$ cat src/rtl/tx_dma_gate_pkg.sv
package tx_dma_gate_pkg;
  localparam int unsigned IDX_W_DEF = 8;

  typedef enum logic [2:0] {
    ST_IDLE      = 3'd0,
    ST_FETCH     = 3'd1,
    ST_XFER      = 3'd2,
    ST_FRAME_END = 3'd3,
    ST_ERR_HOLD  = 3'd4,
    ST_STOPPED   = 3'd5
  } gate_state_e;

  // successor index: wrap to zero or step with natural modulo
  function automatic logic [IDX_W_DEF-1:0] succ_idx(input logic [IDX_W_DEF-1:0] cur,
                                                    input logic wrap);
    return wrap ? '0 : cur + 1'b1;
  endfunction
endpackage

$ cat src/rtl/tx_edge_det.sv
module tx_edge_det (
  input  logic clk,
  input  logic rst_n,
  input  logic sig,
  output logic rise,
  output logic change
);
  logic sig_q;

  always_ff @(posedge clk or negedge rst_n) begin
    if (!rst_n) sig_q <= 1'b0;
    else        sig_q <= sig;
  end

  assign rise   = sig & ~sig_q;
  assign change = sig ^ sig_q;
endmodule

$ cat src/rtl/tx_desc_ptr.sv
module tx_desc_ptr #(
  parameter int unsigned IDX_W = tx_dma_gate_pkg::IDX_W_DEF
) (
  input  logic             clk,
  input  logic             rst_n,
  input  logic [IDX_W-1:0] start_ptr,
  input  logic             desc_wrap,
  input  logic             desc_last,
  input  logic             ld_start,
  input  logic             ld_resume,
  input  logic             latch_desc,
  input  logic             step,
  input  logic             save,
  output logic [IDX_W-1:0] cur_idx,
  output logic [IDX_W-1:0] resume_idx,
  output logic             last_q
);
  logic             wrap_q;
  logic [IDX_W-1:0] nxt_idx;

  assign nxt_idx = wrap_q ? '0 : cur_idx + 1'b1;

  always_ff @(posedge clk or negedge rst_n) begin
    if (!rst_n) begin
      cur_idx    <= '0;
      resume_idx <= '0;
      wrap_q     <= 1'b0;
      last_q     <= 1'b0;
    end else begin
      if (latch_desc) begin
        wrap_q <= desc_wrap;
        last_q <= desc_last;
      end
      if (ld_start)       cur_idx <= start_ptr;
      else if (ld_resume) cur_idx <= resume_idx;
      else if (step)      cur_idx <= nxt_idx;
      if (save) resume_idx <= nxt_idx;
    end
  end


  start_load_chk: assert property (@(posedge clk) disable iff (!rst_n)
    ld_start |=> cur_idx == $past(start_ptr));


  step_succ_chk: assert property (@(posedge clk) disable iff (!rst_n)
    step |=> cur_idx == ($past(wrap_q) ? '0 : $past(cur_idx) + 1'b1));


  save_succ_chk: assert property (@(posedge clk) disable iff (!rst_n)
    save |=> resume_idx == ($past(wrap_q) ? '0 : $past(cur_idx) + 1'b1));
endmodule

$ cat src/rtl/tx_gate_fsm.sv
module tx_gate_fsm
  import tx_dma_gate_pkg::*;
(
  input  logic        clk,
  input  logic        rst_n,
  input  logic        tx_en,
  input  logic        en_rise,
  input  logic        tgl_chg,
  input  logic        frame_done,
  input  logic        frame_err,
  input  logic        last_q,
  output gate_state_e state,
  output logic        ld_start,
  output logic        ld_resume,
  output logic        latch_desc,
  output logic        step,
  output logic        save
);
  gate_state_e nxt;

  always_comb begin
    nxt        = state;
    ld_start   = 1'b0;
    ld_resume  = 1'b0;
    latch_desc = 1'b0;
    step       = 1'b0;
    save       = 1'b0;
    unique case (state)
      ST_IDLE, ST_STOPPED: begin
        if (en_rise) begin
          nxt      = ST_FETCH;
          ld_start = 1'b1;
        end
      end
      ST_FETCH: begin
        latch_desc = 1'b1;
        nxt        = ST_XFER;
      end
      ST_XFER: begin
        if (frame_done) begin
          if (frame_err) begin
            nxt  = ST_ERR_HOLD;
            save = 1'b1;
          end else begin
            nxt = ST_FRAME_END;
          end
        end
      end
      ST_FRAME_END: begin
        if (tx_en && !last_q) begin
          nxt  = ST_FETCH;
          step = 1'b1;
        end else begin
          nxt  = ST_STOPPED;
          save = 1'b1;
        end
      end
      ST_ERR_HOLD: begin
        if (tgl_chg) begin
          if (tx_en) begin
            nxt       = ST_FETCH;
            ld_resume = 1'b1;
          end else begin
            nxt = ST_STOPPED;
          end
        end
      end
      default: nxt = ST_IDLE;
    endcase
  end

  always_ff @(posedge clk or negedge rst_n) begin
    if (!rst_n) state <= ST_IDLE;
    else        state <= nxt;
  end


  xfer_hold_chk: assert property (@(posedge clk) disable iff (!rst_n)
    (state == ST_XFER && !frame_done) |=> state == ST_XFER);


  err_hold_chk: assert property (@(posedge clk) disable iff (!rst_n)
    (state == ST_ERR_HOLD && !tgl_chg) |=> state == ST_ERR_HOLD);


  chain_end_chk: assert property (@(posedge clk) disable iff (!rst_n)
    (state == ST_FRAME_END && last_q) |=> state == ST_STOPPED);


  fetch_to_xfer_chk: assert property (@(posedge clk) disable iff (!rst_n)
    state == ST_FETCH |=> state == ST_XFER);
endmodule

$ cat src/rtl/tx_dma_gate.sv
module tx_dma_gate
  import tx_dma_gate_pkg::*;
#(
  parameter int unsigned IDX_W = IDX_W_DEF
) (
  input  logic             clk,
  input  logic             rst_n,
  input  logic             tx_en,
  input  logic             err_clr_tgl,
  input  logic [IDX_W-1:0] start_ptr,
  input  logic             desc_wrap,
  input  logic             desc_last,
  input  logic             frame_done,
  input  logic             frame_err,
  output logic             dma_req_en,
  output logic [IDX_W-1:0] desc_idx,
  output logic [IDX_W-1:0] resume_ptr,
  output logic             stalled
);
  gate_state_e state;
  logic en_rise, en_chg_unused;
  logic tgl_rise_unused, tgl_chg;
  logic ld_start, ld_resume, latch_desc, step, save, last_q;

  tx_edge_det u_en_det (
    .clk(clk), .rst_n(rst_n), .sig(tx_en), .rise(en_rise), .change(en_chg_unused)
  );

  tx_edge_det u_tgl_det (
    .clk(clk), .rst_n(rst_n), .sig(err_clr_tgl), .rise(tgl_rise_unused), .change(tgl_chg)
  );

  tx_gate_fsm u_fsm (
    .clk(clk), .rst_n(rst_n), .tx_en(tx_en), .en_rise(en_rise), .tgl_chg(tgl_chg),
    .frame_done(frame_done), .frame_err(frame_err), .last_q(last_q), .state(state),
    .ld_start(ld_start), .ld_resume(ld_resume), .latch_desc(latch_desc),
    .step(step), .save(save)
  );

  tx_desc_ptr #(.IDX_W(IDX_W)) u_ptr (
    .clk(clk), .rst_n(rst_n), .start_ptr(start_ptr), .desc_wrap(desc_wrap),
    .desc_last(desc_last), .ld_start(ld_start), .ld_resume(ld_resume),
    .latch_desc(latch_desc), .step(step), .save(save), .cur_idx(desc_idx),
    .resume_idx(resume_ptr), .last_q(last_q)
  );

  assign dma_req_en = (state == ST_XFER);
  assign stalled    = (state == ST_STOPPED) || (state == ST_ERR_HOLD);


  stall_excl_chk: assert property (@(posedge clk) disable iff (!rst_n)
    !(stalled && dma_req_en));


  tgl_idle_chk: assert property (@(posedge clk) disable iff (!rst_n)
    (tgl_chg && state != ST_ERR_HOLD && !en_rise) |=> $stable(desc_idx));


  req_drop_chk: assert property (@(posedge clk) disable iff (!rst_n)
    $fell(dma_req_en) |-> $past(frame_done));
endmodule

$ cat config.mk
export PLATFORM = sky130hd
export DESIGN_NAME = tx_dma_gate
export DESIGN_NICKNAME = d
export VERILOG_FILES = /design/src/rtl/tx_dma_gate_pkg.sv /design/src/rtl/tx_edge_det.sv /design/src/rtl/tx_desc_ptr.sv /design/src/rtl/tx_gate_fsm.sv /design/src/rtl/tx_dma_gate.sv
export SDC_FILE = /design/constraint.sdc
export NUM_CORES = 1
export LEC_CHECK = 0
export CAP_MARGIN = 15
export CORE_ASPECT_RATIO = 1.5
export CORE_MARGIN = 2
export CORE_UTILIZATION = 28
export CTS_CLUSTER_SIZE = 10
export DETAILED_ROUTE_END_ITERATION = 12
export PLACE_DENSITY = 0.47
export SYNTH_ARGS = -nofsm -noshare
export SYNTH_HDL_FRONTEND = slang
export SYNTH_SLANG_ARGS = --single-unit
$ cat constraint.sdc
create_clock -name clk -period 2.55 [get_ports clk]
set_input_delay 0.255 -clock clk [delete_from_list [all_inputs] [get_ports clk]]
set_output_delay 0.255 -clock clk [all_outputs]
set_load 0.02 [all_outputs]
==> reports/qor.yml <==
synth_top_area_cell: "dfrtp_1"
period_share_pct: 80.64
timing.fmax_ghz: 0.4863
synth_flop_cell: "dfrtp_1"
grt_antenna_before_repair: 0
cp_slowest_stage_delay_ps: 660
initial_core_util_pct: 28.80
rrSetupSlack_ps: 490
synthTopCellsByCount: "dfrtp_1 (23), nand2_1 (11), a21oi_1 (9)"
synth_cells: 137
n_fill_cell: 531
ir_drop_uv: 413.6
grt_pass1_wl_mm: 5.595
syn2layout_area_growth_pct: 27.91
synth_nets: 154
grtUsageMet1_pct: 17.18
netlist_top_cells_area: "dfrtp_1 (42%), mux2i_1 (4.3%), mux2_2 (4.1%)"
fin_setup_tns_ps: 0
setup_viol: 0
clock_skew_ps: 2.846
use_met2_pct: 21.63
root_buffer: "clkbuf_8"
htree_num_levels: 1
yosys.area.top_type_share_pct: 41.55
synth_compound_area_share_pct: 18.79
grtUsageMet3_pct: 1.727
clock-sinks: 23
dr.pass1.iters: 4
yosys_register_bits: 23
grt_pass1_vias: 1157
busiest_layer: "met2"
synth_top_family_by_area: "compound AO/OA/AOI/OAI gates"
routed_wire_length_per_instance_um: 14.57
fp.dieH_um: 90.14
synthSimpleGateAreaFrac_pct: 17.62
insertion_delay_ps: 260
hold_viol: 0
fin_nets: 186
holdBufCountCts: 0
globalRoute.totalOverflow: 0
cts_tree: "yes"
first_iter_violations: 78
ys_warn_count: 0
portBuffers: 33
timing.rr.end: "u_ptr.cur_idx[2]$_DFFE_PN0P_"
rsz0062_at_grt: "no"
postRouteAntennaNets: 0
cp_slowest_cell: "dfrtp_1"
die-area_um2: 5537
synth.area.mux_share_pct: 9.485
drcViolationCount: 0
dpl.hpwl_mm: 2.543
power_density_nw_per_um2: 1101
cp-startpoint: "u_fsm.state[0]$_DFFE_PN0P_"
cp_max_fo: 12
synth-xor-area-share_pct: 3.794
syn_avg_cell_area_um2: 10.11
hp-class: "primary input to async pin"
cts_resized: 0
required_ps: 2700
crit_chain: "xor2_1, or3_1, nand3_4, mux2_4"
drive_gt1_share_pct: 13.10
cts_setup_buffers: 0
crit_path_end: "u_ptr.cur_idx[2]$_DFFE_PN0P_"
path_class: "flip-flop to flip-flop"
gp_congestion: 0.9032
syn_area_um2: 1385
routed_wl_mm: 3.410
endpoint_kind: "flip-flop"
rows: 31
maxCapViolations: 0
fin_ws_ps: 493.6
ys_seq_area_share_pct: 41.55
worst_slew_pin_slew_ps: 631.3
r2r_cells: 4
synth_edf_count: 0
relSlewSlack_pct: 57.68
cts-buffers-inserted: 3
vias: 1150
synthAdderAreaFrac_pct: 0.9033
pre_cts_ws_ps: 398.5
ios: 34
critPathLaunchType: "flip-flop"
postLayoutCellArea_um2: 1772
timing.rr.start: "u_fsm.state[0]$_DFFE_PN0P_"
holdWs_ps: 352.8
worstPathArrival_ps: 2200
leakagePower_nw: 0.7240
track_usage_pct: 13.28
placed_area_um2: 1727
min_period_ps: 2056
ys_types: 41
grt_max_degree: 24
clk_pin_slew_worst_paths_ps: 80
drv_slew: 0
die_x_um: 61.43
status: "complete, no violations"
core_um2: 4810
async_flop_share_pct: 100.0
diodes: 0
synth.most_common_cell: "dfrtp_1"
clockBufferDepth: 2
viasPerCell: 4.915
how the worst min path moves through the flow:
stage                     cells after the start  slack (ps)                              end
after floorplan                               0         -40         u_en_det.sig_q$_DFF_PN0_
after global placement                        2         490  u_ptr.resume_idx[4]$_DFFE_PN0P_
after detailed placement                      2         490  u_ptr.resume_idx[4]$_DFFE_PN0P_
after CTS                                     2         370     u_ptr.cur_idx[6]$_DFFE_PN0P_
after global routing                          2         380       u_fsm.state[1]$_DFFE_PN0P_
final                                         2         350         u_ptr.last_q$_DFFE_PN0N_
per-stage QoR:
| stage | instances | power, W | utilization [%] |
|---|---|---|---|
| 2_1_floorplan | 137 | 0.001411 | - |
| 3_3_place_gp | 230 | 0.001742 | 35.90 |
| 3_5_place_dp | 230 | 0.001744 | 35.90 |
| 4_1_cts | 234 | 0.001978 | 36.84 |
| 5_1_grt | 234 | 0.002100 | 36.84 |
| 6_report | 234 | 0.001951 | 36.84 |
report_power, final:
| group | switching, W | total [W] | internal (W) |
|---|---|---|---|
| Combinational | 0.000504 | 0.00101 | 0.000503 |
| Clock | 0.000114 | 0.000225 | 0.000111 |
| Sequential | 0.000219 | 0.000719 | 0.000500 |
| Total | 0.000837 | 0.00195 | 0.00111 |
routing by layer:
metal  up-vias  share of wire (%)  wire length (um)
met2        38                 51              1729
met4         0                2.1                70
met5         -                  0                 0
li1        555                  -                 -
met3         6                4.3               145
met1       551                 43              1465
cell type report:
class / count / area (um^2) / share of cell area, %
Multi-Input combinational cell: 100 / 700.7 / 39.55
Timing Repair Buffer: 35 / 345.3 / 19.49
Inverter: 6 / 22.52 / 1.271
Tap cell: 66 / 82.58 / 4.661
Sequential cell: 23 / 575.6 / 32.49
Clock buffer: 4 / 45.04 / 2.542
registers in the layout, indices dropped and copies added (netlist names):
register	flops
u_ptr.cur_idx	8
u_ptr.wrap_q	1
u_en_det.sig_q	1
u_ptr.last_q	1
u_fsm.state	3
u_ptr.resume_idx	8
u_tgl_det.sig_q	1
cells in the final DEF (no fill, tap or decap), types with 6 or more instances in the layout:
cell and count:
a21oi_1 9, o22ai_1 6, dfrtp_1 23, inv_1 6
clkdlybuf4s50_1 33, nor2_1 8, mux2i_1 6, o31ai_1 6
nand2_1 11
logic make-up (layout without fill, tap and decap cells):
family                     Yosys count  after routing
xor gates and xnor gates             6              6
AOI/OAI and AO/OA                   38             38
muxes                               12             12
adders and majority gates            1              1
and+or+nand+nor                     43             43
buffers and inverters               14             45
DFF                                 23             23
worst max-delay path, delay by kind of cell (launching register included):
family                    cells  cell delay [ps]
xor gates and xnor gates      1              170
DFF                           1              660
and+or+nand+nor               2              800
muxes                         1              310
Power figures use the tool's default switching activity.
